### src/rtl/scmp_pkg.sv
package scmp_pkg;

   // Variant of the per-beat flag scan
   typedef enum logic {
      SCAN_RIPPLE = 1'b0,
      SCAN_LOG    = 1'b1
   } scan_style_e;

   // Bits needed to hold a count from 0 to n
   function automatic int count_bits(input int n);
      return (n < 1) ? 1 : $clog2(n + 1);
   endfunction

endpackage

### src/rtl/scmp_lane_scan.sv
module scmp_lane_scan #(
   parameter int                    LANES = 4,
   parameter int                    SW    = 3,
   parameter scmp_pkg::scan_style_e STYLE = scmp_pkg::SCAN_LOG
) (
   input  logic [LANES-1:0]         flag,
   output logic [LANES-1:0][SW-1:0] excl,
   output logic [SW-1:0]            total
);

   localparam int STAGES = (LANES > 1) ? $clog2(LANES) : 1;

   if (SW < scmp_pkg::count_bits(LANES)) begin : g_bad_sw
      $error("scmp_lane_scan: SW too narrow for LANES");
   end

   if (STYLE == scmp_pkg::SCAN_RIPPLE) begin : g_ripple
      always_comb begin
         logic [SW-1:0] acc;
         acc = '0;
         for (int j = 0; j < LANES; j++) begin
            excl[j] = acc;
            acc     = acc + SW'(flag[j]);
         end
         total = acc;
      end
   end else begin : g_log
      // log-depth doubling over inclusive counts, then shift by one lane
      always_comb begin
         logic [LANES-1:0][SW-1:0] cur;
         logic [LANES-1:0][SW-1:0] nxt;
         for (int j = 0; j < LANES; j++) cur[j] = SW'(flag[j]);
         for (int s = 0; s < STAGES; s++) begin
            for (int j = 0; j < LANES; j++) begin
               if (j >= (1 << s)) nxt[j] = cur[j] + cur[j - (1 << s)];
               else               nxt[j] = cur[j];
            end
            cur = nxt;
         end
         excl[0] = '0;
         for (int j = 1; j < LANES; j++) excl[j] = cur[j-1];
         total = cur[LANES-1];
      end
   end

endmodule

### src/rtl/scmp_scatter_reg.sv
module scmp_scatter_reg #(
   parameter int LANES = 4,
   parameter int DW    = 16,
   parameter int AW    = 10,
   parameter int SW    = 3
) (
   input  logic                     clk,
   input  logic                     rst_n,
   input  logic                     fire,
   input  logic [LANES-1:0]         keep,
   input  logic [LANES*DW-1:0]      data,
   input  logic [AW-1:0]            base,
   input  logic [LANES-1:0][SW-1:0] excl,
   output logic [LANES-1:0]         wr_en,
   output logic [LANES*AW-1:0]      wr_addr,
   output logic [LANES*DW-1:0]      wr_data
);

   if (AW < SW) begin : g_bad_aw
      $error("scmp_scatter_reg: AW narrower than lane count");
   end

   for (genvar j = 0; j < LANES; j++) begin : g_lane
      logic [AW-1:0] tgt;
      assign tgt = base + AW'(excl[j]);

      always_ff @(posedge clk) begin
         if (!rst_n) begin
            wr_en[j]               <= 1'b0;
            wr_addr[j*AW +: AW]    <= '0;
            wr_data[j*DW +: DW]    <= '0;
         end else begin
            wr_en[j] <= fire & keep[j];
            if (fire) begin
               wr_addr[j*AW +: AW] <= tgt;
               wr_data[j*DW +: DW] <= data[j*DW +: DW];
            end
         end
      end
   end

endmodule

### src/rtl/scmp_compactor.sv
module scmp_compactor #(
   parameter int                    LANES = 4,
   parameter int                    DW    = 16,
   parameter int                    AW    = 10,
   parameter scmp_pkg::scan_style_e STYLE = scmp_pkg::SCAN_LOG
) (
   input  logic                clk,
   input  logic                rst_n,
   input  logic                in_valid,
   output logic                in_ready,
   input  logic [LANES*DW-1:0] in_data,
   input  logic [LANES-1:0]    in_keep,
   input  logic                in_last,
   input  logic                wr_hold,
   output logic [LANES-1:0]    wr_en,
   output logic [LANES*AW-1:0] wr_addr,
   output logic [LANES*DW-1:0] wr_data,
   output logic                done,
   output logic [AW:0]         kept_count
);

   localparam int SW = scmp_pkg::count_bits(LANES);
   localparam int CW = AW + 1;

   if (LANES < 1 || DW < 1 || AW < 1) begin : g_bad_param
      $error("scmp_compactor: LANES, DW and AW must be positive");
   end

   logic                     fire;
   logic [LANES-1:0][SW-1:0] excl;
   logic [SW-1:0]            beat_total;
   logic [CW-1:0]            base_q;
   logic [CW-1:0]            base_next;

   assign in_ready  = ~wr_hold;
   assign fire      = in_valid & in_ready;
   assign base_next = base_q + CW'(beat_total);

   scmp_lane_scan #(
      .LANES (LANES),
      .SW    (SW),
      .STYLE (STYLE)
   ) u_scan (
      .flag  (in_keep),
      .excl  (excl),
      .total (beat_total)
   );

   scmp_scatter_reg #(
      .LANES (LANES),
      .DW    (DW),
      .AW    (AW),
      .SW    (SW)
   ) u_scatter (
      .clk     (clk),
      .rst_n   (rst_n),
      .fire    (fire),
      .keep    (in_keep),
      .data    (in_data),
      .base    (base_q[AW-1:0]),
      .excl    (excl),
      .wr_en   (wr_en),
      .wr_addr (wr_addr),
      .wr_data (wr_data)
   );

   always_ff @(posedge clk) begin
      if (!rst_n) begin
         base_q     <= '0;
         done       <= 1'b0;
         kept_count <= '0;
      end else begin
         done <= fire & in_last;
         if (fire) begin
            base_q <= in_last ? '0 : base_next;
            if (in_last) kept_count <= base_next;
         end
      end
   end

endmodule

### config.mk
export PLATFORM = sky130hd
export DESIGN_NAME = scmp_compactor
export DESIGN_NICKNAME = d
export VERILOG_FILES = /design/src/rtl/scmp_pkg.sv /design/src/rtl/scmp_lane_scan.sv /design/src/rtl/scmp_scatter_reg.sv /design/src/rtl/scmp_compactor.sv
export SDC_FILE = /design/constraint.sdc
export NUM_CORES = 1
export LEC_CHECK = 0
export ABC_AREA = 1
export ABC_CLOCK_PERIOD_IN_PS = 2070
export BUFFER_PORTS_ARGS = -buffer_cell sky130_fd_sc_hd__buf_2
export CAP_MARGIN = 20
export CORE_AREA = 5 5 117 119
export DETAILED_ROUTE_END_ITERATION = 10
export DIE_AREA = 0 0 122 124
export PLACE_DENSITY = 0.76
export REMOVE_ABC_BUFFERS = 1
export SLEW_MARGIN = 40
export SYNTH_ARGS = -nofsm -noshare
export SYNTH_HDL_FRONTEND = slang
export SYNTH_SLANG_ARGS = --single-unit
### constraint.sdc
create_clock -name clk -period 2.07 [get_ports clk]
set_input_delay 0.3105 -clock clk [delete_from_list [all_inputs] [get_ports clk]]
set_output_delay 0.3105 -clock clk [all_outputs]
set_load 0.05 [all_outputs]
==> results of run 1 <==
layout by cell type, fill, tap and decap left out, types with 3 or more instances in the layout:
cell type / n
buf_4: 27
clkbuf_16: 17
nand2_4: 4
clkinv_4: 3
ha_1: 15
a22oi_1: 4
nor2_1: 172
a21oi_2: 3
a31oi_1: 3
o21bai_1: 5
inv_1: 51
a21oi_1: 17
o21ai_0: 92
nand4_1: 4
bufinv_16: 3
nand3_1: 21
nand2_1: 119
dfxtp_1: 131
nor2_4: 4
xor2_1: 4
nand2_2: 4
clkinv_2: 5
o211ai_1: 12
buf_2: 193
sequential cells by signal, indices dropped and copies added (netlist names):
signal,flops
u_scatter.wr_en,4
done,1
u_scatter.wr_data,64
base_q,11
u_scatter.wr_addr,40
kept_count,11
through the flow:
step	setup TNS (ns)	std cells	total power (W)
after CTS	0	1116	0.00684
after floorplan	-151.78	691	0.00341
after global placement	-8.01	1083	0.00375
after global routing	-0.117	1117	0.00706
final	0	1117	0.00678
after detailed placement	-9.83	1083	0.00377
layer usage:
layer	track usage (%)	share of wire, %	up-vias
met5	0	0	-
li1	-	-	2750
met2	34.5	49	188
met3	6.27	8.8	18
met4	7.91	1.5	0
met1	25.8	41	2532
cells by family after synthesis:
kind of cell | synth area share (%)
compound gates | 14.6
xor+xnor | 1.24
fa+ha+maj | 5.15
buf+inv | 7.14
flops | 47.4
simple gates | 24.5
timing repair:
action                     4_1_cts  5_1_grt
setup endpoints to repair        5       18
buffers inserted                 1        1
pin swaps                        1        4
resized for setup                2       11
worst max path at each step:
stage                from                                  to  slack (ns)  cells after the start
3_5_place_dp   in_keep[0]          kept_count[6]$_SDFFE_PN0P_       -0.51                     12
6_report       in_keep[0]              base_q[4]$_SDFFE_PN0P_        0.02                     10
3_3_place_gp   in_keep[0]          kept_count[8]$_SDFFE_PN0P_       -0.43                     12
2_1_floorplan     wr_hold  u_scatter.wr_addr[24]$_SDFFE_PN0P_       -1.73                      6
4_1_cts        in_keep[2]              base_q[4]$_SDFFE_PN0P_       0.007                     11
5_1_grt        in_keep[2]          kept_count[4]$_SDFFE_PN0P_       -0.05                     11
worst max-delay path, delay by kind of cell:
kind / cells / cell delay, ns
buffers and inverters: 2 / 0.21
xor gates and xnor gates: 1 / 0.21
and+or+nand+nor: 1 / 0.09
AOI/OAI and AO/OA: 2 / 0.41
adders and majority gates: 4 / 1.13
report_power, final:
group          switching [W]  total (W)  leakage (nW)  internal (W)
registers          0.0000564    0.00270          1.07       0.00264
clock network        0.00111    0.00306         0.303       0.00195
logic               0.000739    0.00103          2.37      0.000290
total                0.00190    0.00678          3.75       0.00488
final cells by class:
| class | instances | area (um2) |
|---|---|---|
| clock buffers | 19 | 453 |
| clock inverters | 13 | 158 |
| fillers | 1162 | 5010 |
| inverters | 54 | 205 |
| multi-input cells | 506 | 2590 |
| flip-flops and latches | 131 | 2620 |
| well taps | 172 | 215 |
| repair buffers | 222 | 1210 |
==> results.cfg, run 1 <==
[detailed_routing]
vias = 5488
drt_iter0_drc = 353
wire_per_inst_um = 14.2
drc = 0
finalWirelength_um = 15900
vias_per_cell = 4.91
drtPass1Iterations = 5
antenna_left = 0

[sta]
setup_viol = 0
rsz0062_at_grt = yes
timing.final.crit_share_pct = 98.9
max_slew_margin_pct = 54.4
hold_viol = 0
finClkSkew_ns = 0.00879
fin_crit_ns = 2.05
whs_ns = 0.138
fin_ws_ns = 0.0230
final_max_slew_viol_count = 0
fmax_ghz = 0.489
tightest_slew_ns = 0.679

[synth]
synth_edf_count = 0
synth_top_flop_cell = dfxtp_1
synth_top_area_cell = dfxtp_1
synth_top_cell_area_share_pct = 47.4
ys_warn_count = 0
yosysUniqueCellTypes = 35
ys_ff_latch = 131
async_flop_share_pct = 0
yosys-top-cells-area = dfxtp_1, nor2_1, o21ai_0
syn_area_um2 = 5540
synth-seq-area-share_pct = 47.4
post-synth-top-count-cell = nor2_1
synthTopCellsByCount = nor2_1, dfxtp_1, nand2_1
syn-instance-count = 732
avgSynthCellArea_um2 = 7.56

[floorplanning]
dieArea_um2 = 15100
die_width_um = 122
ios = 194
initial_utilization_pct = 44.4
die_h_um = 124
core_region_area_um2 = 12500
rows = 41

[finish]
area_delta_synth_final_pct = 34.6
final_cell_area_um2 = 7450
drive_gt1_share_pct = 29.8
antennaDiodeCount = 0
finalNetCount = 1026
finalCoreUtilization_pct = 59.8

[grt]
grt_pass1_vias = 5116
grt_start_max_net_pins = 66
gr-usage-all-layers_pct = 20.9
antenna_found_initial = 0
grt-ovfl-total = 0
grt_pass1_wl_um = 25100

[setup_path]
cp.required_ns = 2.39
crit_top_cell = ha_1
path_cells = buf_2, ha_4, ha_1, ha_1, inv_1, fa_2, o21ai_4, xor2_2, nand2_1, a21oi_1
end_kind = flop
crit_arrival_ns = 2.36
worst-r2r-cell-count = 7
path_class = in2reg
cpPeakStageDelay_ns = 0.38
r2r-end = base_q[4]$_SDFFE_PN0P_
r2r_start = base_q[0]$_SDFFE_PN0P_
slowest_stage = fa_2
worstPathMaxFanout = 5
cp-start-kind = input pin
ff2ff_setup_slack_ns = 0.18

[clock_network]
cts_buffers = 17
path_clk_slew_ns = 0.06
postCtsHoldBufs = 0
cts_htree_levels = 4
cts_buffer_depth = 2
cts_tree = yes
cts.sinks = 131
worstSkewPairLatency_ns = 0.42
cts-root-buf = clkbuf_16

[place]
dp_hpwl_um = 11300
gp_congestion = 0.823
dp_slack_ns = -0.506
place_area_um2 = 6760
io_buffers = 193

[min_path]
hp-class = in2reg
holdPathEnd = u_scatter.wr_en[3]$_SDFF_PN0_
whs_path_depth = 3
hp-start = in_keep[3]

[power_and_ir_drop]
leakagePower_nw = 3.75
ir_worst_vdd_mv = 0.586
powerDensity_nw_per_um2 = 910

[run_status]
status = finished clean

[flow_run]
cap_violations = 0
Power figures use the tool's default switching activity.
==> run 2, diff against run 1 <==
--- a/config.mk
+++ b/config.mk
@@ -9,10 +9,10 @@
 export ABC_CLOCK_PERIOD_IN_PS = 2070
 export BUFFER_PORTS_ARGS = -buffer_cell sky130_fd_sc_hd__buf_2
 export CAP_MARGIN = 20
-export CORE_AREA = 5 5 117 119
+export CORE_AREA = 5 5 124 126
 export DETAILED_ROUTE_END_ITERATION = 10
-export DIE_AREA = 0 0 122 124
-export PLACE_DENSITY = 0.76
+export DIE_AREA = 0 0 129 131
+export PLACE_DENSITY = 0.69
 export REMOVE_ABC_BUFFERS = 1
 export SLEW_MARGIN = 40
 export SYNTH_ARGS = -nofsm -noshare
==> run 2 against run 1 <==
Utilization shrank 7.0 points; critical path type unchanged; via count shrank 2.9%; highest routed layer unchanged; count of clock-buffer cells in the layout grew 4; critical path depth grew 3; first-iteration DRC count shrank 20%; flip-flop and latch count is the same; non-clock buffer count shrank 4.
==> results.cfg, run 2 (same netlist as run 1, synthesis figures left out) <==
[run_status]
status = finished clean

[min_path]
hp-class = in2reg
whs_path_depth = 3

[clock_network]
cts_htree_levels = 4
cts.sinks = 131
worstSkewPairLatency_ns = 0.41
cts_buffers = 17
cts_tree = yes
path_clk_slew_ns = 0.06
cts_buffer_depth = 2
cts-root-buf = clkbuf_16
postCtsHoldBufs = 0

[sta]
fin_ws_ns = 0.0919
finClkSkew_ns = 0.00484
max_slew_margin_pct = 55.8
final_max_slew_viol_count = 0
rsz0062_at_grt = yes
fin_crit_ns = 1.98
timing.final.crit_share_pct = 95.6
setup_viol = 0
tightest_slew_ns = 0.658
fmax_ghz = 0.506
setup-tns-final_ns = 0
hold_viol = 0

[setup_path]
path_cells = buf_2, buf_4, ha_1, ha_1, ha_1, ha_1, a21oi_1, nand2_2, buf_4, nand2_1, o211ai_1, nand2_1, inv_1
worst-r2r-cell-count = 8
crit_top_cell = ha_1
worstPathMaxFanout = 5
cp.required_ns = 2.38
cpPeakStageDelay_ns = 0.33
cp-start-kind = input pin
crit_arrival_ns = 2.29
slowest_stage = ha_1
path_class = in2reg
end_kind = flop

[finish]
reg.largest.list = u_scatter.wr_data: 64 flops, u_scatter.wr_addr: 40 flops
antennaDiodeCount = 0
largest_reg_flops = 64
area_delta_synth_final_pct = 35.4
final_cell_mix = buf_2, nor2_1, dfxtp_1
top_register = u_scatter.wr_data
mostFrequentLayoutCell = buf_2
finalNetCount = 1022
drive_gt1_share_pct = 29.2
final_cell_area_um2 = 7500

[detailed_routing]
antenna_left = 0
drt_iter0_drc = 283
drtPass1Iterations = 5
vias_per_cell = 4.74
vias = 5327
drc = 0
wire_per_inst_um = 13.7
finalWirelength_um = 15400

[place]
dp_slack_ns = -0.500
io_buffers = 193
dp_hpwl_um = 11000
gp_congestion = 0.830
place_area_um2 = 6760

[power_and_ir_drop]
p_int_w = 0.00513
switching_share_pct = 26.6
p_sw_w = 0.00186
leakagePower_nw = 3.74
clkPwrFrac_pct = 46.7
combPwrFrac_pct = 14.8
seqPwrFrac_pct = 38.6
powerDensity_nw_per_um2 = 933
ir_worst_vdd_mv = 0.518

[floorplanning]
core_region_area_um2 = 14200
initial_utilization_pct = 39.0
rows = 44
die_width_um = 129
ios = 194
die_h_um = 131
dieArea_um2 = 16900

[grt]
gr-usage-all-layers_pct = 17.7
grt_start_max_net_pins = 82
grt_pass1_vias = 4875
grt_pass1_wl_um = 23900
grt-ovfl-total = 0
antenna_found_initial = 0

[flow_run]
cap_violations = 0
## run 2: changes by cell type in the layout (fill, tap and decap cells not counted), sizes merged
| cell | delta |
|---|---|
| buf | -4 |
| clkinv | -5 |
| inv | -1 |
| bufinv | +2 |
| clkbuf | +4 |
## run 2: stage by stage
stage | instances | hold WS (ns) | total power (W) | util [%]
finish | 1125 | 0.147 | 0.00700 | 52.8
global route | 1125 | 0.141 | 0.00726 | 52.8
CTS | 1124 | 0.120 | 0.00705 | 52.2
detailed placement | 1092 | 0.452 | 0.00377 | 47.6
global placement | 1092 | 0.451 | 0.00376 | 47.6
floorplan | 691 | 0.408 | 0.00341 | -
## run 2: layer usage
layer / part of all wire, % / GRT usage (%) / wire [um]
met4: 1.2 / 5.68 / 181
met1: 43 / 22.3 / 6650
met5: 0 / 0 / 0
met2: 47 / 29.4 / 7280
met3: 8.5 / 5.04 / 1310
## run 2: critical path, delay by kind of cell
kind                     cells  cell delay [ns]
buffers and inverters        4             0.44
adder cells (fa/ha/maj)      4             0.98
AND/OR/NAND/NOR              3             0.26
AO/OA/AOI/OAI                2             0.28
## run 2: final cells by class
class	count	area, um2
timing repair buffer	218	1190
tap	184	230
sequential	131	2620
clock buffer	23	468
multi-input combinational	506	2600
clock inverter	9	176
fill	1393	6710
inverter	54	205
## run 2: path summary, 6_finish.rpt
check,from,to,slack [ns]
max,in_keep[2],u_scatter.wr_addr[33]$_SDFFE_PN0P_,0.09
min,in_keep[3],u_scatter.wr_en[3]$_SDFF_PN0_,0.15
max reg2reg,base_q[0]$_SDFFE_PN0P_,base_q[2]$_SDFFE_PN0P_,0.18
min reg2reg,u_scatter.wr_addr[4]$_SDFFE_PN0P_,u_scatter.wr_addr[4]$_SDFFE_PN0P_,0.46
## run 2: power by group through the flow
stage,clock (W),sequential [W],combinational [W]
6_report,0.00327,0.00270,0.00103
5_1_grt,0.00343,0.00271,0.00112
4_1_cts,0.00333,0.00270,0.00102
3_5_place_dp,0,0.00275,0.00102
3_3_place_gp,0,0.00275,0.00102
2_1_floorplan,0,0.00314,0.000272
## run 2: repair_timing
| item | CTS | global route |
|---|---|---|
| endpoints found under the setup margin | 5 | 19 |
| gates resized for setup | 2 | 12 |
| pin swaps | 1 | 3 |
| hold endpoints to repair | 0 | 0 |
| setup buffers | 0 | 1 |
==> run 3, diff against run 2 <==
--- a/config.mk
+++ b/config.mk
@@ -5,13 +5,12 @@
 export SDC_FILE = /design/constraint.sdc
 export NUM_CORES = 1
 export LEC_CHECK = 0
-export ABC_AREA = 1
 export ABC_CLOCK_PERIOD_IN_PS = 2070
 export BUFFER_PORTS_ARGS = -buffer_cell sky130_fd_sc_hd__buf_2
 export CAP_MARGIN = 20
-export CORE_AREA = 5 5 124 126
+export CORE_AREA = 5 5 123 125
 export DETAILED_ROUTE_END_ITERATION = 10
-export DIE_AREA = 0 0 129 131
+export DIE_AREA = 0 0 128 130
 export PLACE_DENSITY = 0.69
 export REMOVE_ABC_BUFFERS = 1
 export SLEW_MARGIN = 40
==> run 3 against run 2 <==
Clock skew barely moved; first-iteration DRC count fell by 18%; via count fell by 4.1%; count of clock-buffer cells in the layout did not move; clock power fell by 4%; worst setup slack got worse by 0.024 ns; die area fell by 1.5%; cell area rose by 0.75%; critical path type unchanged; critical endpoint is now base_q[10]$_SDFFE_PN0P_.
==> results.cfg, run 3 <==
[finish]
reg.largest.list = u_scatter.wr_data: 64 flops, u_scatter.wr_addr: 40 flops
mostFrequentLayoutCell = buf_2
final_cell_mix = buf_2, nand2_1, dfxtp_1
instances_no_fill = 1058
largest_reg_flops = 64
top_register = u_scatter.wr_data
area_delta_synth_final_pct = 39.6
drive_gt1_share_pct = 33.1
fillCellCount = 1306
finalNetCount = 959
antennaDiodeCount = 0

[detailed_routing]
finalWirelength_um = 15600
wire_per_inst_um = 14.7
vias = 5109
drc = 0
drtPass1Iterations = 4
antenna_left = 0
drt_iter0_drc = 233
vias_per_cell = 4.83

[clock_network]
path_clk_slew_ns = 0.06
cts_buffers = 17
cts-root-buf = clkbuf_16
postCtsHoldBufs = 0
worstSkewPairLatency_ns = 0.42
cts_tree = yes
cts_htree_levels = 4
cts.sinks = 131
cts_buffer_depth = 2

[grt]
grt_pass1_vias = 4825
grt_pass1_wl_um = 24700
grt-ovfl-total = 0
grt_start_max_net_pins = 77
antenna_found_initial = 0
gr-usage-all-layers_pct = 18.6

[place]
dp_slack_ns = -0.631
place_inst = 1025
dp_hpwl_um = 10800
gp_congestion = 0.794
io_buffers = 193

[sta]
rsz0062_at_grt = yes
timing.final.crit_share_pct = 96.7
final_max_slew_viol_count = 0
setup_viol = 0
fin_crit_ns = 2.00
max_slew_margin_pct = 70.2
hold_viol = 0
finClkSkew_ns = 0.00506
fin_ws_ns = 0.0676
fmax_ghz = 0.499
tightest_slew_ns = 0.447

[power_and_ir_drop]
p_int_w = 0.00497
switching_share_pct = 26.7
combPwrFrac_pct = 14.5
ir_worst_vdd_mv = 0.562
clkPwrFrac_pct = 46.1
powerDensity_nw_per_um2 = 898
p_sw_w = 0.00181
seqPwrFrac_pct = 39.4
leakagePower_nw = 3.33

[min_path]
hp-start = in_data[24]
hp-class = in2reg
whs_path_depth = 3

[synth]
async_flop_share_pct = 0
ys_warn_count = 0
syn-instance-count = 660
synth_edf_count = 0
ys_ff_latch = 131
synth_top_area_cell = dfxtp_1
yosys-top-cells-area = dfxtp_1, nand2_1, a21oi_1
synth-xor-area-share_pct = 4.69
syn_area_um2 = 5410
synth-simple-area-share_pct = 19.6
synthTopCellsByCount = nand2_1, dfxtp_1, a21oi_1
synth-seq-area-share_pct = 48.5
synth_top_flop_cell = dfxtp_1
synthAdderAreaFrac_pct = 5.27
synthMuxAreaShare_pct = 0.370
synth_compound_area_share_pct = 17.0
avgSynthCellArea_um2 = 8.20
synth_top_family_by_area = simple AND/OR/NAND/NOR gates
post-synth-top-count-cell = nand2_1
synth_top_cell_area_share_pct = 48.5
yosysUniqueCellTypes = 41

[setup_path]
end_kind = flop
worstSetupStartpoint = in_keep[0]
worst-r2r-cell-count = 8
cp.required_ns = 2.42
cp-start-kind = input pin
r2r_start = base_q[0]$_SDFFE_PN0P_
path_class = in2reg
crit_arrival_ns = 2.35
worstPathMaxFanout = 4

[floorplanning]
die_width_um = 128
core_region_area_um2 = 13800
ios = 194
dieArea_um2 = 16600
die_h_um = 130
initial_utilization_pct = 39.3
rows = 43

[flow_run]
cap_violations = 0

[run_status]
status = finished clean
-- run 3: kinds of logic (layout without fill, tap and decap cells) --
logic type | count (synthesis) | in the layout
simple gates | 248 | 248
mux | 2 | 2
xor+xnor | 29 | 29
buf+inv | 61 | 279
compound gates | 168 | 168
flops | 131 | 131
fa+ha+maj | 21 | 21
-- run 3: critical path, cell delays in order --
cell,delay (ns)
buf_2,0.13
ha_2,0.21
xor2_2,0.19
ha_4,0.27
inv_1,0.05
fa_2,0.37
nor2b_4,0.16
o2111ai_2,0.14
or3_1,0.39
a31oi_1,0.12
-- run 3: layer usage --
| layer | vias to the layer above | GRT usage, % | wire length, um | share of wire [%] |
|---|---|---|---|---|
| li1 | 2634 | - | - | - |
| met1 | 2300 | 23.7 | 6750 | 43 |
| met2 | 160 | 30.8 | 7560 | 49 |
| met3 | 15 | 4.67 | 1080 | 6.9 |
| met4 | 0 | 6.12 | 191 | 1.2 |
| met5 | - | 0 | 0 | 0 |
-- run 3: area by class of cell --
cell class                 instances  area (um2)  area share, %
multi-input combinational        468        2680           35.5
timing repair buffer             238        1370           18.1
sequential                       131        2620           34.7
clock inverter                     9         125           1.66
inverter                           9        35.0          0.464
clock buffer                      23         498           6.59
tap                              180         225           2.98
-- run 3: final timing paths --
check / end / slack [ns]
worst min-delay path: u_scatter.wr_data[24]$_SDFFE_PN0P_ / 0.12
worst max-delay path: base_q[10]$_SDFFE_PN0P_ / 0.07
worst min register to register: u_scatter.wr_addr[22]$_SDFFE_PN0P_ / 0.45
worst max register to register: u_scatter.wr_addr[38]$_SDFFE_PN0P_ / 0.22
-- run 3: metrics by stage --
| stage | hold slack (ns) | area, um2 | utilization (%) | total power, W | TNS (ns) |
|---|---|---|---|---|---|
| after floorplan | 0.447 | 5190 | - | 0.00334 | -326.22 |
| after global placement | 0.439 | 6770 | 49.2 | 0.00366 | -10.39 |
| after detailed placement | 0.442 | 6770 | 49.2 | 0.00366 | -11.45 |
| after CTS | 0.111 | 7460 | 54.1 | 0.00682 | 0 |
| after global routing | 0.113 | 7550 | 54.8 | 0.00706 | -0.0463 |
| final | 0.124 | 7550 | 54.8 | 0.00678 | 0 |
-- run 3: what timing repair did --
item                       in CTS  in global routing
buffers inserted                0                  1
gates resized for setup        11                 18
pin swaps                       2                 13
setup endpoints to repair      12                 13
-- run 3: power groups by stage --
stage,logic [W],registers (W),clock network [W]
finish,0.000984,0.00267,0.00313
floorplan,0.000264,0.00308,0
global route,0.00106,0.00268,0.00332
CTS,0.000964,0.00267,0.00319
detailed placement,0.000939,0.00272,0
global placement,0.000934,0.00272,0
